==> src/rtl/brick_feeder_pkg.sv <==
package brick_feeder_pkg;
  localparam int DEF_BANKS  = 4;
  localparam int DEF_BRICK  = 4;
  localparam int DEF_DATA_W = 16;
  localparam int DEF_ADDR_W = 10;
  localparam int DEF_LEN_W  = 8;

  // bits needed to hold a count from 0 to n inclusive
  function automatic int count_width(input int n);
    return $clog2(n + 1);
  endfunction
endpackage

==> src/rtl/bank_fetcher.sv <==
module bank_fetcher #(
  parameter int ADDR_W = 10,
  parameter int LEN_W  = 8
) (
  input  logic              clk,
  input  logic              rst_n,
  input  logic              start,
  input  logic [ADDR_W-1:0] base,
  input  logic [LEN_W-1:0]  len,
  input  logic              has_room,
  input  logic              rvalid,
  output logic              req,
  output logic [ADDR_W-1:0] addr,
  output logic              drained
);
  logic [ADDR_W-1:0] ptr;
  logic [LEN_W-1:0]  left;
  logic              pend;

  assign req     = (left != '0) && !pend && has_room && !start;
  assign addr    = ptr;
  assign drained = (left == '0) && !pend;

  always_ff @(posedge clk) begin
    if (!rst_n) begin
      ptr  <= '0;
      left <= '0;
      pend <= 1'b0;
    end else if (start) begin
      ptr  <= base;
      left <= len;
      pend <= 1'b0;
    end else if (req) begin
      ptr  <= ptr + 1'b1;
      left <= left - 1'b1;
      pend <= 1'b1;
    end else if (rvalid) begin
      pend <= 1'b0;
    end
  end

  AST_RESP_WHEN_PENDING: assert property (@(posedge clk) disable iff (!rst_n)
    rvalid |-> pend);
  AST_REQ_GAP: assert property (@(posedge clk) disable iff (!rst_n)
    req |=> !req);
endmodule

==> src/rtl/brick_store.sv <==
module brick_store #(
  parameter int BRICK_ELEMS = 4,
  parameter int DATA_W      = 16
) (
  clk, rst_n, start, wr, wdata, ready, valid, value, offset, last, room, empty
);
  import brick_feeder_pkg::*;
  localparam int OFF_W   = (BRICK_ELEMS > 1) ? $clog2(BRICK_ELEMS) : 1;
  localparam int CNT_W   = count_width(BRICK_ELEMS);
  localparam int PAIR_W  = DATA_W + OFF_W;
  localparam int BRICK_W = CNT_W + BRICK_ELEMS * PAIR_W;

  input  logic               clk;
  input  logic               rst_n;
  input  logic               start;
  input  logic               wr;
  input  logic [BRICK_W-1:0] wdata;
  input  logic               ready;
  output logic               valid;
  output logic [DATA_W-1:0]  value;
  output logic [OFF_W-1:0]   offset;
  output logic               last;
  output logic               room;
  output logic               empty;

  logic [BRICK_W-1:0] ent [2];
  logic               head;
  logic [1:0]         occ;
  logic [OFF_W-1:0]   eidx;
  logic [BRICK_W-1:0] hbrick;
  logic [CNT_W-1:0]   hcnt;
  logic [PAIR_W-1:0]  pair;
  logic [CNT_W-1:0]   eidx_w;
  logic               tail;
  logic               pop;
  logic               adv;

  assign hbrick = ent[head];
  assign hcnt   = hbrick[BRICK_W-1 -: CNT_W];
  assign pair   = hbrick[eidx*PAIR_W +: PAIR_W];
  assign eidx_w = CNT_W'(eidx);
  assign value  = pair[DATA_W-1:0];
  assign offset = pair[DATA_W +: OFF_W];
  assign empty  = (occ == 2'd0);
  assign room   = (occ != 2'd2);
  assign valid  = !empty && (hcnt != '0);
  assign last   = valid && (eidx_w == hcnt - CNT_W'(1));
  assign pop    = !empty && ((hcnt == '0) || (valid && ready && last));
  assign adv    = valid && ready && !last;
  assign tail   = (occ == 2'd1) ? ~head : head;

  always_ff @(posedge clk) begin
    if (wr) ent[tail] <= wdata;
  end

  always_ff @(posedge clk) begin
    if (!rst_n || start) begin
      head <= 1'b0;
      occ  <= 2'd0;
      eidx <= '0;
    end else begin
      occ <= occ + {1'b0, wr} - {1'b0, pop};
      if (pop) begin
        head <= ~head;
        eidx <= '0;
      end else if (adv) begin
        eidx <= eidx + 1'b1;
      end
    end
  end

  AST_HOLD_UNDER_STALL: assert property (@(posedge clk) disable iff (!rst_n)
    (valid && !ready && !start) |=> (valid && $stable(value) && $stable(offset) && $stable(last)));
  AST_OCC_RANGE: assert property (@(posedge clk) disable iff (!rst_n)
    occ != 2'd3);
endmodule

==> src/rtl/brick_feeder.sv <==
module brick_feeder
  import brick_feeder_pkg::*;
#(
  parameter int NUM_BANKS   = DEF_BANKS,
  parameter int BRICK_ELEMS = DEF_BRICK,
  parameter int DATA_W      = DEF_DATA_W,
  parameter int ADDR_W      = DEF_ADDR_W,
  parameter int LEN_W       = DEF_LEN_W,
  localparam int OFF_W      = (BRICK_ELEMS > 1) ? $clog2(BRICK_ELEMS) : 1,
  localparam int CNT_W      = count_width(BRICK_ELEMS),
  localparam int PAIR_W     = DATA_W + OFF_W,
  localparam int BRICK_W    = CNT_W + BRICK_ELEMS * PAIR_W
) (
  input  logic                           clk,
  input  logic                           rst_n,
  input  logic                           start,
  input  logic [ADDR_W-1:0]              slice_base,
  input  logic [LEN_W-1:0]               slice_len,
  output logic [NUM_BANKS-1:0]           mem_req,
  output logic [NUM_BANKS*ADDR_W-1:0]    mem_addr,
  input  logic [NUM_BANKS-1:0]           mem_rvalid,
  input  logic [NUM_BANKS*BRICK_W-1:0]   mem_rdata,
  output logic [NUM_BANKS-1:0]           lane_valid,
  input  logic [NUM_BANKS-1:0]           lane_ready,
  output logic [NUM_BANKS*DATA_W-1:0]    lane_value,
  output logic [NUM_BANKS*OFF_W-1:0]     lane_offset,
  output logic [NUM_BANKS-1:0]           lane_last,
  output logic [NUM_BANKS-1:0]           lane_done
);
  logic started;

  always_ff @(posedge clk) begin
    if (!rst_n)     started <= 1'b0;
    else if (start) started <= 1'b1;
  end

  for (genvar b = 0; b < NUM_BANKS; b++) begin : g_bank
    logic room;
    logic empty;
    logic drained;

    bank_fetcher #(.ADDR_W(ADDR_W), .LEN_W(LEN_W)) u_fetch (
      .clk      (clk),
      .rst_n    (rst_n),
      .start    (start),
      .base     (slice_base),
      .len      (slice_len),
      .has_room (room),
      .rvalid   (mem_rvalid[b]),
      .req      (mem_req[b]),
      .addr     (mem_addr[b*ADDR_W +: ADDR_W]),
      .drained  (drained)
    );

    brick_store #(.BRICK_ELEMS(BRICK_ELEMS), .DATA_W(DATA_W)) u_store (
      .clk    (clk),
      .rst_n  (rst_n),
      .start  (start),
      .wr     (mem_rvalid[b]),
      .wdata  (mem_rdata[b*BRICK_W +: BRICK_W]),
      .ready  (lane_ready[b]),
      .valid  (lane_valid[b]),
      .value  (lane_value[b*DATA_W +: DATA_W]),
      .offset (lane_offset[b*OFF_W +: OFF_W]),
      .last   (lane_last[b]),
      .room   (room),
      .empty  (empty)
    );

    assign lane_done[b] = started && drained && empty;

    AST_NO_OVERFLOW: assert property (@(posedge clk) disable iff (!rst_n)
      mem_rvalid[b] |-> room);
    AST_DONE_QUIET: assert property (@(posedge clk) disable iff (!rst_n)
      lane_done[b] |-> !lane_valid[b]);
    AST_START_CLEARS_DONE: assert property (@(posedge clk) disable iff (!rst_n)
      start |=> !lane_valid[b]);
  end
endmodule

==> config.mk <==
export PLATFORM = sky130hd
export DESIGN_NAME = brick_feeder
export DESIGN_NICKNAME = d
export VERILOG_FILES = /design/src/rtl/brick_feeder_pkg.sv /design/src/rtl/bank_fetcher.sv /design/src/rtl/brick_store.sv /design/src/rtl/brick_feeder.sv
export SDC_FILE = /design/constraint.sdc
export NUM_CORES = 1
export LEC_CHECK = 0
export ABC_AREA = 1
export BUFFER_PORTS_ARGS = -buffer_cell sky130_fd_sc_hd__clkbuf_2
export CAP_MARGIN = 15
export CORE_MARGIN = 2
export CORE_UTILIZATION = 30
export CTS_BUF_LIST = sky130_fd_sc_hd__clkbuf_8
export DETAILED_ROUTE_END_ITERATION = 16
export GPL_TIMING_DRIVEN = 0
export PLACE_DENSITY = 0.58
export SLEW_MARGIN = 30
export SYNTH_ARGS = -nofsm -noshare
export SYNTH_HDL_FRONTEND = slang
export SYNTH_SLANG_ARGS = --single-unit
==> constraint.sdc <==
create_clock -name clk -period 4.3 [get_ports clk]
set_input_delay 0.215 -clock clk [delete_from_list [all_inputs] [get_ports clk]]
set_output_delay 0.215 -clock clk [all_outputs]
set_load 0.05 [all_outputs]
# Word level (Yosys, flattened, before mapping)

Memories as Yosys holds them, arrays and structs flattened. A register that Yosys moved wholly into a read port is not among the register bits.
Cells that the tools add are included.

Add/subtract/negate cells: 24
$mul: 4
Equal/unequal tests: 12
Shift-type cells: 4
Mux-type cells: 44
Bitwise logic cells: 5
Reductions and logical operators: 100

Operator list:

| operator                                         | count |
|---|---|
| indexed part select 75 x 8 -> 18 bit             | 4 |
| two-way mux 10 bit                               | 8 |
| two-way mux 8 bit                                | 8 |
| logical AND 1 bit                                | 48 |
| adder 10 x 1 -> 10 bit, second input constant    | 4 |
| zero test 8 bit                                  | 4 |
| nonzero test 8 bit                               | 4 |
| subtractor 8 x 1 -> 8 bit, second input constant | 4 |
| two-way mux 1 bit                                | 28 |
| multiplier 2 x 4 -> 6 bit, second input constant | 4 |
| nonzero test 2 bit                               | 8 |
| zero test 1 bit                                  | 14 |
| == test 2 x 3 -> 1 bit                           | 4 |
| zero test 3 bit                                  | 4 |
| nonzero test 3 bit                               | 4 |
| subtractor 3 x 1 -> 3 bit, second input constant | 4 |
| OR reduction 2 bit                               | 5 |
| adder 2 x 1 -> 2 bit                             | 4 |
| adder 2 x 1 -> 2 bit, second input constant      | 4 |
| == test 2 x 1 -> 1 bit, second input constant    | 4 |
| zero test 2 bit                                  | 4 |
| inequality test 2 bit, second input constant     | 4 |
| subtractor 2 x 1 -> 2 bit                        | 4 |
| logical OR 1 bit                                 | 5 |
| NOT 1 bit                                        | 5 |

Register bits after elaboration: 97
Bits in writable memories: 600
Input port bits: 329
Output and inout port bits: 128
Logic and storage cells: 222
Memories kept: 4

Memory list:

| memory                | depth | width | read ports | clocked after memory_dff | write ports | line              | source |
|---|---|---|---|---|---|---|---|
| g_bank[0].u_store.ent | 2     | 75    | 1          | 1                        | 1           | brick_store.sv:26 | `logic [BRICK_W-1:0] ent [2];` |
| g_bank[1].u_store.ent | 2     | 75    | 1          | 1                        | 1           | brick_store.sv:26 |  |
| g_bank[2].u_store.ent | 2     | 75    | 1          | 1                        | 1           | brick_store.sv:26 |  |
| g_bank[3].u_store.ent | 2     | 75    | 1          | 1                        | 1           | brick_store.sv:26 |  |

# Logic depth before layout (Yosys ltp)

Word-level depth: 9
Gate-level depth with buffers: 18
Mapped depth without buffers: 18

# Hierarchy

A second synthesis with hierarchy kept.

Cells, all modules: 2838
Area total of the unflattened synthesis: 29971.2 um2

By module, submodules not included:

| module                              | times used | cells each | area each (um2) | seq. area each (um2) |
|---|---|---|---|---|
| brick_store (g_bank[0].u_store ...) | 3          | 483        | 6163.4          | 4624.4 |
| brick_store (g_bank[2].u_store)     | 1          | 485        | 6194.7          | 4624.4 |
| bank_fetcher                        | 4          | 222        | 1302.5          | 380.4 |
| brick_feeder                        | 1          | 16         | 76.3            | 20.0 |

# Worst setup path before layout

Ideal clock, no wire load.

Path kind: reg2reg
Start: reg g_bank[0].u_store.occ[1]
End: mem g_bank[0].u_store.ent[0][0] (netlist bit) (enable)
Setup time: 0.510 ns
Arrival time: 3.850 ns
Data required time: 3.790 ns
Path slack: -0.060 ns
Cell stages (with the launch flop): 6
Path buffers: 0
Clock period less this slack: 4.360 ns
Path through: dfxtp_1 -> inv_2 -> nand2_1 -> xor2_1 -> inv_1 -> nor2_1

Cells in the longest elaborated chain, start to end: 2

Ends and longest elaborated chain:

| item                   | line              | source |
|---|---|---|
| start, declared        | brick_store.sv:28 | `logic [1:0] occ;` |
| start signal, assigned | brick_store.sv:62 | `occ <= occ + {1'b0, wr} - {1'b0, pop};` |
| == test 2 x 1 -> 1 bit | brick_store.sv:50 | `assign tail = (occ == 2'd1) ? ~head : head;` |
| two-way mux 1 bit      | brick_store.sv:50 |  |
| end, declared          | brick_store.sv:26 |  |

Every way passes these cells.

==> impl_metrics.toml <==
[sta]
finalSetupViolCount = 0
rsz0062_at_grt = "false"
hold_viol_final = 0
worstMarginPinSlew_ps = 824
fmax_mhz = 291
holdWs_ps = 129
relSlewSlack_pct = 45.1
drv_slew = 0
layout_min_cycle_time_ps = 3430
period_share_pct = 79.8
skew_ps = 35.3
timing.final.ws_setup_ps = 867

[drt]
drc = 0
drtAntennaViolNets = 0
wl_mm = 93.0
post_drt_via_cell_ratio = 4.74
dr.pass1.iters = 5
wl_per_cell_um = 18.8
drt-initial-drc-count = 1903
vias = 23458

[clock_tree]
postCtsSetupBuffers = 0
clockBufferDepth = 3
root_buffer = "clkbuf_8"
htree_levels = 3
cts_sinks = 701
insertion_delay_ps = 760
cts_buffers = 119
cts_tree = "built"
cts.clk_slew.worst_paths_ps = 60

[placed_design]
numPortBuffers = 455
placed_area_um2 = 34100
dp_hpwl_mm = 65.9
dp_slack_ps = 1200
gp_congestion = 0.855

[setup_path]
crit_family = "buffers and inverters"
worstPathArrival_ps = 3220
endpoint_kind = "output pin"
crit_buf_inv = 6
start_kind = "flip-flop"
cp_max_fo = 10
crit_slowest_cell = "dfxtp_1"
crit_path_cell_trace = "buf_4 -> buf_2 -> mux2i_1 -> ha_1 -> ha_1 -> inv_1 -> nand2_1 -> nor2_1 -> nand2_1 -> inv_1 -> buf_4 -> clkbuf_2"
worstSetupPathType = "reg2out"
cp_data_required_time_ps = 4090
max_stage_delay_ps = 460

[yosys]
synthSimpleGateAreaFrac_pct = 14.5
synth_edf_count = 600
synth_fp_nets = 2978
synth_top_family_by_area = "simple AND/OR/NAND/NOR gates"
ys_warn_count = 0
synthMuxAreaShare_pct = 0.273
syn_inst = 2621
ys_ff_latch = 701
ys_seq_area_share_pct = 68.4
synth_compound_area_share_pct = 9.75
synth_area_um2 = 29300
async_reset_ff_share_pct = 0
synthXorXnorAreaFrac_pct = 1.70
syn_avg_cell_area_um2 = 11.2
synth_ff_type = "edfxtp_1"
synth.distinct_cells = 39
synthAdderAreaFrac_pct = 1.20

[global_routing]
antenna_found_initial = 12
grt_max_degree = 23
grt_pass1_wl_mm = 137
grt_pass1_vias = 23317
track_usage_pct = 17.9
overflow = 0

[pwr]
p_leak_uw = 0.0157
p_total_uw = 15900
power_density_nw_per_um2 = 401
ir_worst_vdd_mv = 0.258

[die]
num_rows = 114
die_h_um = 317
die-area_um2 = 100000
io_pins = 457
initial_core_util_pct = 30.3
coreArea_um2 = 96700
die_w_um = 317

[final_layout]
nNetsFinal = 3914
final_common_cell = "edfxtp_1"
synthToLayoutAreaGrowth_pct = 35.3
fin_util_pct = 41.0
mostFrequentLayoutCells = "600 x edfxtp_1, 499 x nor2_1, 455 x clkbuf_2"
layout-drive-gt1-share_pct = 20.9
fin_area_um2 = 39700

[worst_hold_path]
holdCritPathClass = "in2reg"
min_from = "slice_base[9]"

[job]
maxCapViolCount = 0

[run_status]
status = "completed"
[kinds of logic after synthesis]
family                   after synthesis
flip-flops                           701
multiplexers                           8
XOR/XNOR                              57
AO/OA/AOI/OAI                        488
buffers and inverters                279
adder cells (fa/ha/maj)               28
AND/OR/NAND/NOR                     1060
[power breakdown]
group | switching, µW | internal, µW | total [µW] | leakage (µW)
Combinational | 1430 | 833 | 2260 | 0.00798
Clock | 2840 | 2850 | 5690 | 0.00129
Sequential | 158 | 7790 | 7950 | 0.00646
[routing by layer]
metal	share of wire [%]	wire [µm]	global-route usage [%]
met2	50	46800	31.2
met3	6.9	6430	3.92
met5	0.044	41	0
met1	40	37300	22.0
met4	2.7	2490	6.11
[final timing paths]
| check | slack [ps] | endpoint | cells after the start |
|---|---|---|---|
| setup reg to reg | 1210 | g_bank[2].u_store.occ[1]$_SDFF_PP0_ | 17 |
| hold / removal | 130 | g_bank[1].u_fetch.addr[9]$_SDFFE_PN0P_ | 5 |
| hold reg to reg | 490 | g_bank[2].u_fetch.pend$_SDFFE_PP0P_ | 2 |
| setup / recovery | 870 | lane_last[2] | 12 |
[Yosys cell counts, drive strengths merged (3+ instances only)]
master	n	area (µm²)
edfxtp	600	18000
nor2	513	1950
nand2	412	1580
o21ai	244	1240
inv	136	510
nand3	111	586
dfxtp	101	2020
a21oi	93	492
buf	76	459
o22ai	72	450
o32ai	72	631
clkbuf	67	251
xor2	33	289
ha	28	350
xnor2	24	210
mux2i	8	80.1
or2	8	50.1
nor3	6	30.0
a31oi	4	25.0
nand3b	4	30.0
nand4	3	18.8
nor4	3	18.8
[layout make-up]
cell class	count	area [µm²]
Fill cell	9186	57100
Buffer	143	711
Inverter	136	510
Sequential cell	701	20000
Timing Repair Buffer	815	6430
Tap cell	1276	1600
Multi-Input combinational cell	1641	8100
Clock buffer	119	1640
Antenna cell	12	30.0
Clock inverter	107	597
[worst reg2reg max path: stages, from the launching register on]
cell and delay [ps]:
dfxtp_1 460, buf_4 250, buf_2 290, mux2i_1 280, ha_1 190, ha_1 150, inv_1 50, nand2_1 110
nor2_1 80, nand3_1 80, nand2_1 80, nand2_1 80, inv_1 50, ha_1 260, inv_1 40, ha_1 180
or2_2 290, a21oi_1 110
[through the flow]
stage / cells / TNS [ps]
final: 4950 / 0
after global routing: 4947 / 0
after CTS: 4938 / 0
after floorplan: 2621 / 0
after global placement: 4352 / -583040
after detailed placement: 4384 / 0
[registers in the layout, summed over array words and instances (netlist names), named ones only]
name,count
g_bank.u_fetch.pend,4
g_bank.u_store.eidx,8
g_bank.u_store.head,4
g_bank.u_store.ent,600
g_bank.u_store.occ,8
started,1
g_bank.u_fetch.addr,40
g_bank.u_fetch.left,32
[repair_timing]
item / 4_1_cts / 5_1_grt
hold buffers: 328 / 0
gates resized for setup: 0 / 0
hold endpoints to repair: 734 / 0
endpoints found under the setup margin: 0 / 0
No activity file was read; power rests on OpenSTA's default activity.
